==> config.mk <==
export PLATFORM = sky130hd
export DESIGN_NAME = ext_irq_arbiter
export DESIGN_NICKNAME = d
export VERILOG_FILES = /design/src/rtl/ext_irq_pkg.sv /design/src/rtl/ext_irq_lowbit.sv /design/src/rtl/ext_irq_prio.sv /design/src/rtl/ext_irq_bitmap_src.sv /design/src/rtl/ext_irq_arbiter.sv
export SDC_FILE = /design/constraint.sdc
export NUM_CORES = 1
export LEC_CHECK = 0
export ABC_AREA = 1
export BUFFER_PORTS_ARGS = -buffer_cell sky130_fd_sc_hd__buf_2
export CAP_MARGIN = 0
export CORE_AREA = 2 2 133 135
export CTS_CLUSTER_DIAMETER = 60
export DETAILED_ROUTE_END_ITERATION = 12
export DIE_AREA = 0 0 135 137
export HOLD_SLACK_MARGIN = 0.03
export PLACE_DENSITY = 0.78
export SLEW_MARGIN = 0
export SYNTH_ARGS = -nofsm -noshare
export SYNTH_HDL_FRONTEND = slang
export SYNTH_SLANG_ARGS = --single-unit
==> constraint.sdc <==
create_clock -name clk -period 2.9 [get_ports clk]
set_clock_uncertainty 0.2 [all_clocks]
set_input_delay 0 -clock clk [delete_from_list [all_inputs] [get_ports clk]]
set_output_delay 0 -clock clk [all_outputs]
set_load 0.005 [all_outputs]
==> src/rtl/ext_irq_pkg.sv <==
// Shared constants for the external interrupt arbiter.
// Assumes the class ranks below are also the priority order (0 highest).
package ext_irq_pkg;
    localparam int NCLS = 8;

    typedef enum logic [2:0] {
        CL_KEY   = 3'd0,
        CL_MALF  = 3'd1,
        CL_EMER  = 3'd2,
        CL_XCALL = 3'd3,
        CL_CLKC  = 3'd4,
        CL_CPUT  = 3'd5,
        CL_ITMR  = 3'd6,
        CL_SVC   = 3'd7
    } cls_e;

    localparam logic [15:0] CODE_KEY   = 16'h0040;
    localparam logic [15:0] CODE_MALF  = 16'h1200;
    localparam logic [15:0] CODE_EMER  = 16'h1201;
    localparam logic [15:0] CODE_XCALL = 16'h1202;
    localparam logic [15:0] CODE_CLKC  = 16'h1004;
    localparam logic [15:0] CODE_CPUT  = 16'h1005;
    localparam logic [15:0] CODE_ITMR  = 16'h0080;
    localparam logic [15:0] CODE_SVC   = 16'h2401;

    // Map a class rank to its interruption code.
    function automatic logic [15:0] code_of(cls_e c);
        case (c)
            CL_KEY:   return CODE_KEY;
            CL_MALF:  return CODE_MALF;
            CL_EMER:  return CODE_EMER;
            CL_XCALL: return CODE_XCALL;
            CL_CLKC:  return CODE_CLKC;
            CL_CPUT:  return CODE_CPUT;
            CL_ITMR:  return CODE_ITMR;
            default:  return CODE_SVC;
        endcase
    endfunction
endpackage

==> src/rtl/ext_irq_lowbit.sv <==
// Combinational lowest-set-bit encoder.
// Gives the index and one-hot mask of the lowest set bit of vec.
// Assumes W >= 2; outputs are zero when vec is zero.
module ext_irq_lowbit #(
    parameter int W  = 8,
    localparam int IW = $clog2(W)
) (
    input  logic [W-1:0]  vec,
    output logic          found,
    output logic [IW-1:0] idx,
    output logic [W-1:0]  onehot
);
    // Scan from the top so the lowest set bit is the last one written.
    always_comb begin
        found = 1'b0;
        idx   = '0;
        for (int i = W - 1; i >= 0; i--) begin
            if (vec[i]) begin
                found = 1'b1;
                idx   = IW'(i);
            end
        end
    end

    // Isolate the lowest set bit with two's complement.
    always_comb onehot = vec & (~vec + W'(1));
endmodule

==> src/rtl/ext_irq_prio.sv <==
// Fixed-priority selector over the eight classes; rank 0 wins.
// Assumes elig already includes pending state and per-class masks.
module ext_irq_prio
    import ext_irq_pkg::*;
(
    input  logic [NCLS-1:0] elig,
    output logic            any,
    output cls_e            win,
    output logic [NCLS-1:0] grant
);
    // Pick the lowest-ranked eligible class.
    always_comb begin
        win = CL_SVC;
        for (int i = NCLS - 1; i >= 0; i--) begin
            if (elig[i]) win = cls_e'(i);
        end
    end

    // Summarise and expand the pick into a grant vector.
    always_comb begin
        any   = |elig;
        grant = any ? (NCLS'(1) << win) : '0;
    end
endmodule

==> src/rtl/ext_irq_bitmap_src.sv <==
// One multi-source condition class held as a per-processor bitmap
// plus a summary flag. When served, it clears the lowest set bit and
// keeps the summary only if other bits remain. Posting always sets the
// summary, even with an empty vector; a served empty class drops it.
// Assumes serve is asserted only when this class wins an arbitration.
module ext_irq_bitmap_src #(
    parameter int NCPU = 8,
    localparam int IW  = $clog2(NCPU)
) (
    input  logic            clk,
    input  logic            rst_n,
    input  logic            post,
    input  logic [NCPU-1:0] post_vec,
    input  logic            serve,
    output logic            pending,
    output logic            found,
    output logic [IW-1:0]   idx
);
    logic [NCPU-1:0] bits_q;
    logic [NCPU-1:0] low_oh;
    logic [NCPU-1:0] bits_left;
    logic            sum_q;

    ext_irq_lowbit #(.W(NCPU)) u_low (
        .vec    (bits_q),
        .found  (found),
        .idx    (idx),
        .onehot (low_oh)
    );

    // Bits that survive a serve of this class.
    always_comb bits_left = serve ? (bits_q & ~low_oh) : bits_q;

    // Update the bitmap and its summary; new posts win over clears.
    always_ff @(posedge clk) begin
        if (!rst_n) begin
            bits_q <= '0;
            sum_q  <= 1'b0;
        end else begin
            bits_q <= bits_left | (post ? post_vec : '0);
            if (post)
                sum_q <= 1'b1;
            else if (serve)
                sum_q <= |bits_left;
        end
    end

    assign pending = sum_q;


    served_bit_clear_chk: assert property (@(posedge clk) disable iff (!rst_n)
        (serve && found && !(post && post_vec[idx])) |=> !bits_q[$past(idx)]);


    summary_follows_rest_chk: assert property (@(posedge clk) disable iff (!rst_n)
        (serve && found && !post) |=> (sum_q == (bits_q != '0)));


    empty_summary_drop_chk: assert property (@(posedge clk) disable iff (!rst_n)
        (serve && !found && !post) |=> !sum_q);
endmodule

==> src/rtl/ext_irq_arbiter.sv <==
// External interrupt priority arbiter for one processor.
// It holds pending single-source flags and two per-processor bitmaps.
// It derives the two timer conditions each cycle. On an enabled
// request it grants one class, registering take/code/addr/parm for
// one cycle. Assumes 2 <= NCPU <= 64 and that request pulses are
// synchronous to clk.
module ext_irq_arbiter
    import ext_irq_pkg::*;
#(
    parameter int NCPU = 8,
    localparam int IW  = $clog2(NCPU)
) (
    input  logic            clk,
    input  logic            rst_n,
    input  logic            arb_req,
    input  logic            ext_enable,
    input  logic [7:0]      cls_mask,
    input  logic            key_req,
    input  logic            malf_post,
    input  logic [NCPU-1:0] malf_src,
    input  logic            emer_post,
    input  logic [NCPU-1:0] emer_src,
    input  logic            xcall_req,
    input  logic [15:0]     xcall_src,
    input  logic [63:0]     tod,
    input  logic [63:0]     clkc,
    input  logic [63:0]     cpu_timer,
    input  logic            itmr_req,
    input  logic            svc_req,
    input  logic [31:0]     svc_parm_in,
    output logic            take,
    output logic [15:0]     int_code,
    output logic [15:0]     int_addr,
    output logic [31:0]     int_parm
);
    logic            key_q, xc_q, it_q, sv_q;
    logic [15:0]     xc_addr_q;
    logic [31:0]     sv_parm_q;
    logic            take_q;
    logic [15:0]     code_q, addr_q;
    logic [31:0]     parm_q;

    logic            malf_pend, malf_found;
    logic [IW-1:0]   malf_idx;
    logic            emer_pend, emer_found;
    logic [IW-1:0]   emer_idx;

    logic            clkc_hit, cput_hit, fire, any;
    logic [NCLS-1:0] pend, elig, grant, serve;
    cls_e            win;
    logic            take_d;
    logic [15:0]     addr_d;

    // Timer conditions are level-derived and never stored.
    always_comb begin
        clkc_hit = tod > clkc;
        cput_hit = cpu_timer[63];
    end

    // Assemble pending vector in priority order and apply masks.
    always_comb begin
        pend  = {sv_q, it_q, cput_hit, clkc_hit, xc_q, emer_pend, malf_pend, key_q};
        elig  = pend & cls_mask;
        fire  = arb_req && ext_enable;
        serve = fire ? grant : '0;
    end

    ext_irq_prio u_prio (
        .elig  (elig),
        .any   (any),
        .win   (win),
        .grant (grant)
    );

    ext_irq_bitmap_src #(.NCPU(NCPU)) u_malf (
        .clk      (clk),
        .rst_n    (rst_n),
        .post     (malf_post),
        .post_vec (malf_src),
        .serve    (serve[CL_MALF]),
        .pending  (malf_pend),
        .found    (malf_found),
        .idx      (malf_idx)
    );

    ext_irq_bitmap_src #(.NCPU(NCPU)) u_emer (
        .clk      (clk),
        .rst_n    (rst_n),
        .post     (emer_post),
        .post_vec (emer_src),
        .serve    (serve[CL_EMER]),
        .pending  (emer_pend),
        .found    (emer_found),
        .idx      (emer_idx)
    );

    // Decide whether a grant results in a take, and the address field.
    always_comb begin
        take_d = fire && any;
        if (win == CL_MALF && !malf_found) take_d = 1'b0;
        if (win == CL_EMER && !emer_found) take_d = 1'b0;
        case (win)
            CL_EMER:  addr_d = {{(16 - IW){1'b0}}, emer_idx};
            CL_XCALL: addr_d = xc_addr_q;
            default:  addr_d = '0;
        endcase
    end

    // Single-source pending flags; a new request beats a clear.
    always_ff @(posedge clk) begin
        if (!rst_n) begin
            key_q     <= 1'b0;
            xc_q      <= 1'b0;
            xc_addr_q <= '0;
            it_q      <= 1'b0;
            sv_q      <= 1'b0;
            sv_parm_q <= '0;
        end else begin
            key_q <= key_req  | (key_q & ~serve[CL_KEY]);
            xc_q  <= xcall_req | (xc_q & ~serve[CL_XCALL]);
            it_q  <= itmr_req | (it_q & ~serve[CL_ITMR]);
            sv_q  <= svc_req  | (sv_q & ~serve[CL_SVC]);
            if (xcall_req) xc_addr_q <= xcall_src;
            if (svc_req)
                sv_parm_q <= svc_parm_in;
            else if (serve[CL_SVC])
                sv_parm_q <= '0;
        end
    end

    // Registered grant outputs, zero when nothing is taken.
    always_ff @(posedge clk) begin
        if (!rst_n) begin
            take_q <= 1'b0;
            code_q <= '0;
            addr_q <= '0;
            parm_q <= '0;
        end else begin
            take_q <= take_d;
            code_q <= take_d ? code_of(win) : '0;
            addr_q <= take_d ? addr_d : '0;
            parm_q <= (take_d && win == CL_SVC) ? sv_parm_q : '0;
        end
    end

    assign take     = take_q;
    assign int_code = code_q;
    assign int_addr = addr_q;
    assign int_parm = parm_q;


    single_grant_chk: assert property (@(posedge clk) disable iff (!rst_n)
        $onehot0(serve));


    take_needs_enable_chk: assert property (@(posedge clk) disable iff (!rst_n)
        take |-> $past(arb_req && ext_enable));


    addr_zero_chk: assert property (@(posedge clk) disable iff (!rst_n)
        (take && int_code != CODE_XCALL && int_code != CODE_EMER) |-> (int_addr == 16'h0));


    clkc_strict_chk: assert property (@(posedge clk) disable iff (!rst_n)
        (take && int_code == CODE_CLKC) |-> $past(tod > clkc));


    cput_sign_chk: assert property (@(posedge clk) disable iff (!rst_n)
        (take && int_code == CODE_CPUT) |-> $past(cpu_timer[63]));


    svc_parm_clear_chk: assert property (@(posedge clk) disable iff (!rst_n)
        (serve[CL_SVC] && !svc_req) |=> (sv_parm_q == 32'h0 && !sv_q));


    idle_outputs_zero_chk: assert property (@(posedge clk) disable iff (!rst_n)
        !take |-> (int_code == 16'h0 && int_addr == 16'h0 && int_parm == 32'h0));
endmodule

Word-level counts from Yosys, hierarchy flattened
Index checks and enable logic that the tools add are counted.
W data, S select, Z words.
- flip-flop bits (word level): 135
- bits in read-only memories: 0
- memory bits (writable): 0
- input port bits: 274
- latch bits: 0
- output and inout bits: 65
- memories: 0
- shifts and indexed selects: 1
- reductions and logical operators: 16
- div/mod/pow operators: 0
- multipliers: 0
- mux-type cells: 47
- order comparisons: 1
- add/sub/neg operators: 2
- bitwise operators: 23
- eq/ne operators: 7
- operators by type and width (kind ; count):
    $pmux W14 S7 ; 1
    $gt A64 B64 Y1 ; 1
    $mux W32 ; 2
    $mux W8 ; 6
    $and A8 B8 Y8 ; 5
    $mux W3 ; 12
    $not A8 Y8 ; 4
    $pmux W16 S2 ; 1
    $reduce_or A8 Y1 ; 3
    $mux W1 ; 23
    $add A8 B1 Y8 const B ; 2
    $or A8 B8 Y8 ; 2
    $eq A3 B3 Y1 const B ; 4
    $shl A1 B3 Y8 const A ; 1
    $eq A3 B2 Y1 const B ; 2
    $reduce_bool A2 Y1 ; 3
    $logic_and A1 B1 Y1 ; 5
    $and A1 B1 Y1 ; 4
    $mux W2 ; 2
    $not A1 Y1 ; 4
    $or A1 B1 Y1 ; 4
    $reduce_and A2 Y1 ; 2
    $eq A3 B1 Y1 const B ; 1
    $logic_not A3 Y1 ; 1
    $logic_not A1 Y1 ; 2

Longest topological paths before layout
Gate-level depths: netlist of run 1.
- word-level depth: 16
- depth in mapped cells: 29
- mapped depth without buffers: 28

Cells and area by module
From an unflattened synthesis of run 1, not the netlist that was laid out.
- cells, all modules: 935
- area total of the unflattened synthesis: 6616.3 um^2
- modules (own cells, without submodules) (module ; area an instance (um^2) ; instances ; cells each):
    ext_irq_arbiter ; 5360.1 ; 1 ; 718
    ext_irq_bitmap_src ; 377.9 ; 2 ; 55
    ext_irq_lowbit ; 158.9 ; 2 ; 36
    ext_irq_prio ; 182.7 ; 1 ; 35

Least setup slack after synthesis of run 1
Ideal clock, no wire load.
- path type: input port to flip-flop
- from: in clkc[35]
- to: reg parm_q[0] (netlist: int_parm[0])
- stages: 24
- required time: 2639 ps
- setup time: 61 ps
- slack: 662 ps
- path buffers: 1
- arrival time: 1977 ps
- cells stage by stage: inv_1 -> ha_1 -> a21oi_1 -> nand3_1 -> nand2_1 -> nand2_1 -> nand2_1 -> nand2_1 -> a21oi_1 -> nand2_1 -> nand2_1 -> nand2_1 -> nand2_1 -> nand2_2 -> nand2_2 -> nand2_2 -> nor2_2 -> nand2_2 -> nor2_4 -> inv_2 -> nor2_8 -> inv_4 -> buf_12 -> nor2_4
- cells in the longest elaborated chain, start to end: 13
- elaborated cells on any way between the ends: 18
- classes of those cells: order compare (1); eq/ne (3); mux (7); bitwise (1); reduce/logical (6)
- RTL lines (what ; line ; RTL):
    from (decl) ; ext_irq_arbiter.sv:26 ; input logic [63:0] clkc,
    $gt A64 B64 Y1 * ; ext_irq_arbiter.sv:56 ; clkc_hit = tod > clkc;
    $and A8 B8 Y8 * ; ext_irq_arbiter.sv:63 ; elig = pend & cls_mask;
    $mux W2 ; ext_irq_prio.sv:15 ; if (elig[i]) win = cls_e'(i);
    $mux W3 (4 in series) ; ext_irq_prio.sv:15 ;
    $eq A3 B1 Y1 ; ext_irq_arbiter.sv:100 ; if (win == CL_MALF && !malf_found) take_d = 1'b0;
    $logic_and A1 B1 Y1 ; ext_irq_arbiter.sv:100 ;
    $mux W1 ; ext_irq_arbiter.sv:100 ;
    $mux W1 ; ext_irq_arbiter.sv:101 ; if (win == CL_EMER && !emer_found) take_d = 1'b0;
    $logic_and A1 B1 Y1 * ; ext_irq_arbiter.sv:142 ; parm_q <= (take_d && win == CL_SVC) ? sv_parm_q : '0;
    $reduce_and A2 Y1 (no source line) * ; - ;
    to (signal assigned) ; ext_irq_arbiter.sv:142 ;
    to (decl) ; ext_irq_arbiter.sv:41 ; logic [31:0] parm_q;
Mark *: on every way between the ends. The rest lies on a longest branch, timed or not.
A chain may end at the register's enable or synchronous reset.

Final worst setup path of run 1
- from: in clkc[41]
- to: reg code_q[7] (netlist: int_code[7])
- cells in the longest elaborated chain, start to end: 12
- elaborated cells on any way between the ends: 22
- classes of those cells: order compare (1); eq/ne (6); mux (8); bitwise (1); reduce/logical (6)
- RTL lines (what ; line ; RTL):
    $gt A64 B64 Y1 * ; ext_irq_arbiter.sv:56 ;
    $and A8 B8 Y8 * ; ext_irq_arbiter.sv:63 ;
    $mux W2 ; ext_irq_prio.sv:15 ;
    $mux W3 (4 in series) ; ext_irq_prio.sv:15 ;
    $eq A3 B1 Y1 ; ext_irq_pkg.sv:28, ext_irq_arbiter.sv:100 ;
    $logic_and A1 B1 Y1 ; ext_irq_arbiter.sv:100 ;
    $mux W1 ; ext_irq_arbiter.sv:100 ;
    $mux W1 ; ext_irq_arbiter.sv:101 ;
    $reduce_and A2 Y1 (no source line) ; - ;
    to (signal assigned) ; ext_irq_arbiter.sv:140 ; code_q <= take_d ? code_of(win) : '0;
    to (decl) ; ext_irq_arbiter.sv:40 ; logic [15:0] code_q, addr_q;
Marked as above.

==> run metrics, run 1 <==
# H-tree levels=4; maximum VDD drop=391.1 µV; largest net degree at the start of global routing=35; leakage power=5.069 nW; commonest non-fill, non-tap cell in the layout=buf_2; adder-cell area share of the yosys netlist=0.1261; vias in the first global route=6,801; DRC=0; Post-Layout Cell Count=1,504; Fin Hold WS=approximately 98 ps; I/O pins=339; final setup fails=0; share of cells above drive strength 1=0.2793; register area=2542 µm²; first-pass GRT wire length=32,290 µm; WL met2=around 10,000 µm; worst skew pair latency=400 ps; drt total wl=between 20,000 and 25,000 µm; max-cap violations=0; Die W=about 140 µm; Yosys warnings=0; die height=137 µm; max-slew violation count=0; 1st-pass router iterations=5; synthesized area=6349 µm²; DRT iter0 DRCs=351; Initial Util=0.3722; CTS Buf Count=17; Seq/Total Area, Yosys=0.4005; placed inst area=7858 µm²; mux share of post-synthesis cell area=0; placed cells=1,324; fmax=0.3835 GHz; vias per cell=4.587; CTS Sinks=127; syn avg cell area=7.460 µm²; Critical Path End Type=flip-flop; Met1 Wirelength=between 9000 and 10,000 µm; total grt overflow=0; # nets final=1,603; Vias=6,899; area grow syn2layout=56.48%; Longest Clk Path Bufs=2; post-CTS setup buffer count=0; final critical-path share of the clock period=0.8991; Synth cell types=36; CTS tree=built; Clock transition at path regs=60 ps; kind of critical path=in2reg; RSZ-0062 raised after global routing=no; crit path launch type=input pin; IO buf count=268; CTS root buffer=clkbuf_16; worst rel slew slack=0.4602; fin area=9935 µm²; area of the multi-input gates=3057 µm²; main combinational cell family by area after synthesis=simple AND/OR/NAND/NOR gates; simple-gate share of the synthesized area=0.2235; # rows=48; WL/cell=13.86 µm; Filler cells=1,430; commonest non-fill, non-tap cells in the layout=268 x buf_2, 185 x nand2_1, 153 x inv_1, 147 x dlygate4sd3_1, 127 x dfxtp_1; Crit Path Max Fanout=3; die area=between 15,000 and 20,000 µm²; status=finished clean; Sum Neg Setup Slack=0 ps; compound-gate portion of the synthesized area=0.1244; Final Critical Period=2607 ps; Post-Synth XOR/XNOR Area=0; WP data required=3030 ps; dpl hpwl=13,770 µm; ANT nets after route=0; routed wl met3=1321 µm; cell count after synthesis=roughly 850; Highest Signal Layer=met5; core area=~17,000 µm²; GRT Overall Usage=0.2214; worst slew pin tran=808.8 ps; Final Hold Vio Count=0; antenna violations before repair=3; flop and latch count out of synthesis=127; worst hold path type=in2reg; pwr/cell area=~480 nW/µm²; Worst Path Arrival=between 2000 and 3000 ps; Final Wtd Congestion=between 0.8 and 0.9
[where the power goes]
group / internal [mW] / switching [mW] / leakage, nW / total (mW)
sequential: 1.81 / 0.0343 / 1.04 / 1.85
combinational: 0.420 / 0.414 / 3.74 / 0.834
clock: 1.30 / 0.821 / 0.285 / 2.12
[per-stage QoR]
stage	power, mW	setup slack, ps	util
finish	4.799	292.6	0.5825
global route	5.010	56.08	0.5825
CTS	4.794	133.9	0.5811
detailed placement	2.527	3.626	0.4607
global placement	2.509	36.15	0.4607
floorplan	2.272	662.3	-
[Yosys cell counts, drive strengths merged]
master	n	area share
o211ai	2	0.0024
dfxtp	127	0.40
inv	158	0.094
clkinv	1	0.00059
o21a	3	0.0035
a21oi	102	0.080
a31oi	2	0.0020
o21bai	4	0.0047
a311oi	1	0.0014
buf	18	0.022
nand3	12	0.0095
nor2	99	0.084
nand3b	1	0.0012
clkbuf	14	0.0083
or2	1	0.00099
nor4	1	0.00099
nand4	12	0.012
nand2	190	0.11
o21ai	34	0.027
conb	1	0.00059
a21o	1	0.0012
nor3	2	0.0016
a221oi	1	0.0014
ha	64	0.13
[logic make-up (layout without fill, tap and decap cells)]
| family | after synthesis | after routing |
|---|---|---|
| simple gates | 318 | 318 |
| flops | 127 | 127 |
| other cells | 1 | 8 |
| compound gates | 150 | 150 |
| fa+ha+maj | 64 | 64 |
| buf+inv | 191 | 612 |
[path summary, 6_finish.rpt]
kind                                    from                           to  slack, ps  cells past startpoint
setup reg to reg            key_q$_SDFF_PN0_  u_emer.bits_q[3]$_SDFF_PN0_        290                     11
hold / removal                   cls_mask[7]      int_code[10]$_SDFF_PN0_        100                      7
setup / recovery                    clkc[41]       int_code[7]$_SDFF_PN0_        290                     18
hold reg to reg   sv_parm_q[22]$_SDFFE_PN0P_      int_parm[22]$_SDFF_PN0_        220                      2
[worst max-delay path, stage by stage]
cell and delay (ps):
buf_2 100, inv_1 80, ha_1 240, nand2_1 60
inv_1 30, o21bai_1 150, a21oi_1 90, nor2_1 160
nand2_1 80, a21oi_2 120, nand2_1 70, nand2_2 100
o21ai_2 60, inv_2 60, dlygate4sd3_1 540, nand3_1 100
dlygate4sd3_1 570, nor2_1 120
[final cells by class]
type                    count  share of cell area
flip-flops and latches    127              0.2559
inverters                 159             0.06033
multi-input cells         539              0.3077
diodes                      1           0.0002519
well taps                 225             0.02834
clock inverters            12             0.01360
clock buffers              20             0.04496
repair buffers            421              0.2889
[timing repair]
action | 4_1_cts | 5_1_grt
resized for setup | 0 | 8
setup endpoints to repair | 0 | 3
hold endpoints to repair | 77 | 1
hold buffers | 147 | 1
[flip-flops by register name (all words and copies together) (netlist names), 8 cells and up]
name	flops
int_addr	16
int_code	8
int_parm	32
sv_parm_q	32
u_emer.bits_q	8
u_malf.bits_q	8
xc_addr_q	16
[layer usage]
layer | track usage | up-vias
met5 | 0 | -
met2 | 0.3900 | 264
met1 | 0.2714 | 3106
met4 | 0.06250 | 4
met3 | 0.05000 | 39
li1 | - | 3486
No activity file was read; power rests on OpenSTA's default activity.
==> inputs of run 2 (changes only) <==
--- a/config.mk
+++ b/config.mk
@@ -8,13 +8,15 @@
 export ABC_AREA = 1
 export BUFFER_PORTS_ARGS = -buffer_cell sky130_fd_sc_hd__buf_2
 export CAP_MARGIN = 0
-export CORE_AREA = 2 2 133 135
+export CORE_AREA = 2 2 131 133
 export CTS_CLUSTER_DIAMETER = 60
 export DETAILED_ROUTE_END_ITERATION = 12
-export DIE_AREA = 0 0 135 137
+export DIE_AREA = 0 0 133 135
 export HOLD_SLACK_MARGIN = 0.03
-export PLACE_DENSITY = 0.78
+export PLACE_DENSITY = 0.82
+export SKIP_CTS_REPAIR_TIMING = 1
 export SLEW_MARGIN = 0
 export SYNTH_ARGS = -nofsm -noshare
 export SYNTH_HDL_FRONTEND = slang
+export SYNTH_HIERARCHICAL = 1
 export SYNTH_SLANG_ARGS = --single-unit
==> run 2 against run 1 <==
Synthesized area rose by 3.4%. Non-clock buffer count rose by 25. Sequential cell count unchanged. Routed wire length rose by 2.6%. Clock power hardly changed. Via count is 5.3% higher. Global-route usage decreased by 2.2 points. Sequential power barely moved. Final cell count is 5.6% higher. Utilization increased by 4.7 points. Fmax increased by 0.62%.
==> run metrics, run 2 <==
Largest delay share family, worst path=simple AND/OR/NAND/NOR gates; Worst Path Arrival=2690 ps (-50 ps); largest net degree at the start of global routing=34 (-2.9%); antenna violations before repair=2 (-1); r2r setup slk=740 ps (+450 ps); placed inst area=8352 µm² (+6.3%); CTS Sinks=127 (unchanged); synthesized area=6561 µm² (+3.4%); Final Wtd Congestion=0.8617 (-3.3%); Longest Clk Path Bufs=2 (unchanged); # H-tree levels=4 (unchanged); largest stage delay on the critical path=280 ps (-290 ps); CTS Buf Count=17 (unchanged); die height=135 µm (-1.5%); Critical Path End=u_emer/pending$_SDFFE_PN0P_; area grow syn2layout=57.44%; buffers and inverters on the worst path=6 (unchanged); hold-critical path depth=9 (+2); RSZ-0062 raised after global routing=yes; Worst path slowest cell=ha_1; # rows=47 (-2.1%); ant diodes=0 (-1); Vias=7,268 (+5.3%); commonest non-fill, non-tap cell in the layout=buf_2; cell count after synthesis=922 (+8.3%); vias in the first global route=6,214 (-8.6%); Initial Util=0.3999 (+0.02770); die area=17,960 µm² (-2.9%); Post-Layout Cell Count=1,588 (+5.6%); worst slew pin tran=1080 ps (+271.6 ps); ANT nets after route=0 (unchanged); Critical Path End Type=flip-flop; CP startpoint=clkc[55]; fin area=10,330 µm² (+4.0%); Crit Path Max Fanout=5 (+2); max-slew violation count=0 (unchanged); Final Hold Vio Count=0 (unchanged); WP data required=3000 ps (-30 ps); max-cap violations=0 (unchanged); Yosys warnings=6 (+6); cell mode on critical path=nand2_1; first-pass GRT wire length=28,460 µm (-12%); final critical-path share of the clock period=0.8936 (-0.005527); core area=16,410 µm² (-3.8%); CTS root buffer=clkbuf_16; FF-to-FF path depth=18 (+7); leakage power=5.345 nW (+5.5%); fin util=0.6296 (+0.04715); dpl hpwl=14,460 µm (+5.0%); Clock transition at path regs=60 ps (about the same); Fin Hold WS=1.927 ps (-96.05 ps); maximum VDD drop=377.3 µV (-3.5%); I/O pins=339 (unchanged); Worst R2R Start=u_emer/pending$_SDFFE_PN0P_; DRC=0 (unchanged); share of cells above drive strength 1=0.2844 (+0.005014); reg2reg end=u_emer/pending$_SDFFE_PN0P_; Final Power=4.918 mW (+2.5%); final setup fails=0 (unchanged); Die W=133 µm (-1.5%); 1st-pass router iterations=4 (-1); # nets final=1,694 (+5.7%); WL/cell=13.47 µm (-2.8%); fmax=0.3859 GHz (+0.62%); IO buf count=268 (unchanged); CTS tree=built; crit path launch type=input pin; status=finished clean; kind of critical path=in2reg; DRT iter0 DRCs=310 (-12%); GRT Overall Usage=0.1991 (-0.02237); pwr/cell area=476.1 nW/µm² (-1.5%); worst skew pair latency=410 ps (about the same); worst hold path type=in2reg; vias per cell=4.577 (-0.22%); Final Critical Period=2591 ps (-16.03 ps); total grt overflow=0 (unchanged); Filler cells=1,356 (-5.2%); syn avg cell area=7.116 µm² (-4.6%); placed cells=1,420 (+7.3%); commonest non-fill, non-tap cells in the layout=269 x buf_2, 204 x nand2_1, 151 x inv_1, 134 x dlygate4sd3_1, 127 x dfxtp_1; drt total wl=21,380 µm (+2.6%); Levels on crit path=26 (+8); worst rel slew slack=0.2790 (-0.1813)
run 2: worst min-delay path by stage:
stage                      startpoint                endpoint  slack (ps)
after floorplan              itmr_req         it_q$_SDFF_PN0_         -80
after global placement        key_req        key_q$_SDFF_PN0_           9
after detailed placement     itmr_req         it_q$_SDFF_PN0_          20
after CTS                    itmr_req         it_q$_SDFF_PN0_        -420
after global routing      cls_mask[0]  int_code[6]$_SDFF_PN0_          40
final                     cls_mask[3]         it_q$_SDFF_PN0_           2
run 2: per-stage QoR:
stage	setup slack, ps	setup TNS (ps)
after detailed placement	-153.8	-6513
final	308.6	0
after global routing	-75.22	-137.0
after CTS	250.4	0
after floorplan	205.5	0
after global placement	-99.18	-4063
run 2: metal layers:
layer	wire [µm]	GRT usage
met1	9348	0.2617
met2	10190	0.3140
met3	1289	0.05255
met4	530	0.07527
met5	27	0
run 2: final cells by class:
| cell class | count | area [µm²] | area share |
|---|---|---|---|
| tap | 220 | 275.3 | 0.02665 |
| clock inverter | 9 | 133.9 | 0.01296 |
| timing repair buffer | 446 | 3073 | 0.2975 |
| multi-input combinational | 603 | 3234 | 0.3131 |
| sequential | 127 | 2542 | 0.2461 |
| inverter | 161 | 606.8 | 0.05875 |
| clock buffer | 22 | 464.2 | 0.04494 |
run 2: report_power, final:
part,leakage (nW),internal (mW),total [mW],switching [mW]
clock,0.291,1.39,2.15,0.756
combinational,4.01,0.470,0.913,0.443
sequential,1.04,1.81,1.85,0.0396
total,5.34,3.68,4.92,1.24
run 2: worst reg2reg max path, cell delays in order, from the launching register on:
cell	delay [ps]
dfxtp_1	330
nand2_1	90
inv_1	90
nor2_2	50
o21ai_1	80
nand3_2	150
inv_4	80
nand2_2	50
nor2_1	80
inv_1	60
nor2_2	130
buf_4	150
nand2_1	60
nand2_1	100
nand2_1	70
nor2_1	100
nand2_1	50
nand2_1	70
a21oi_2	50
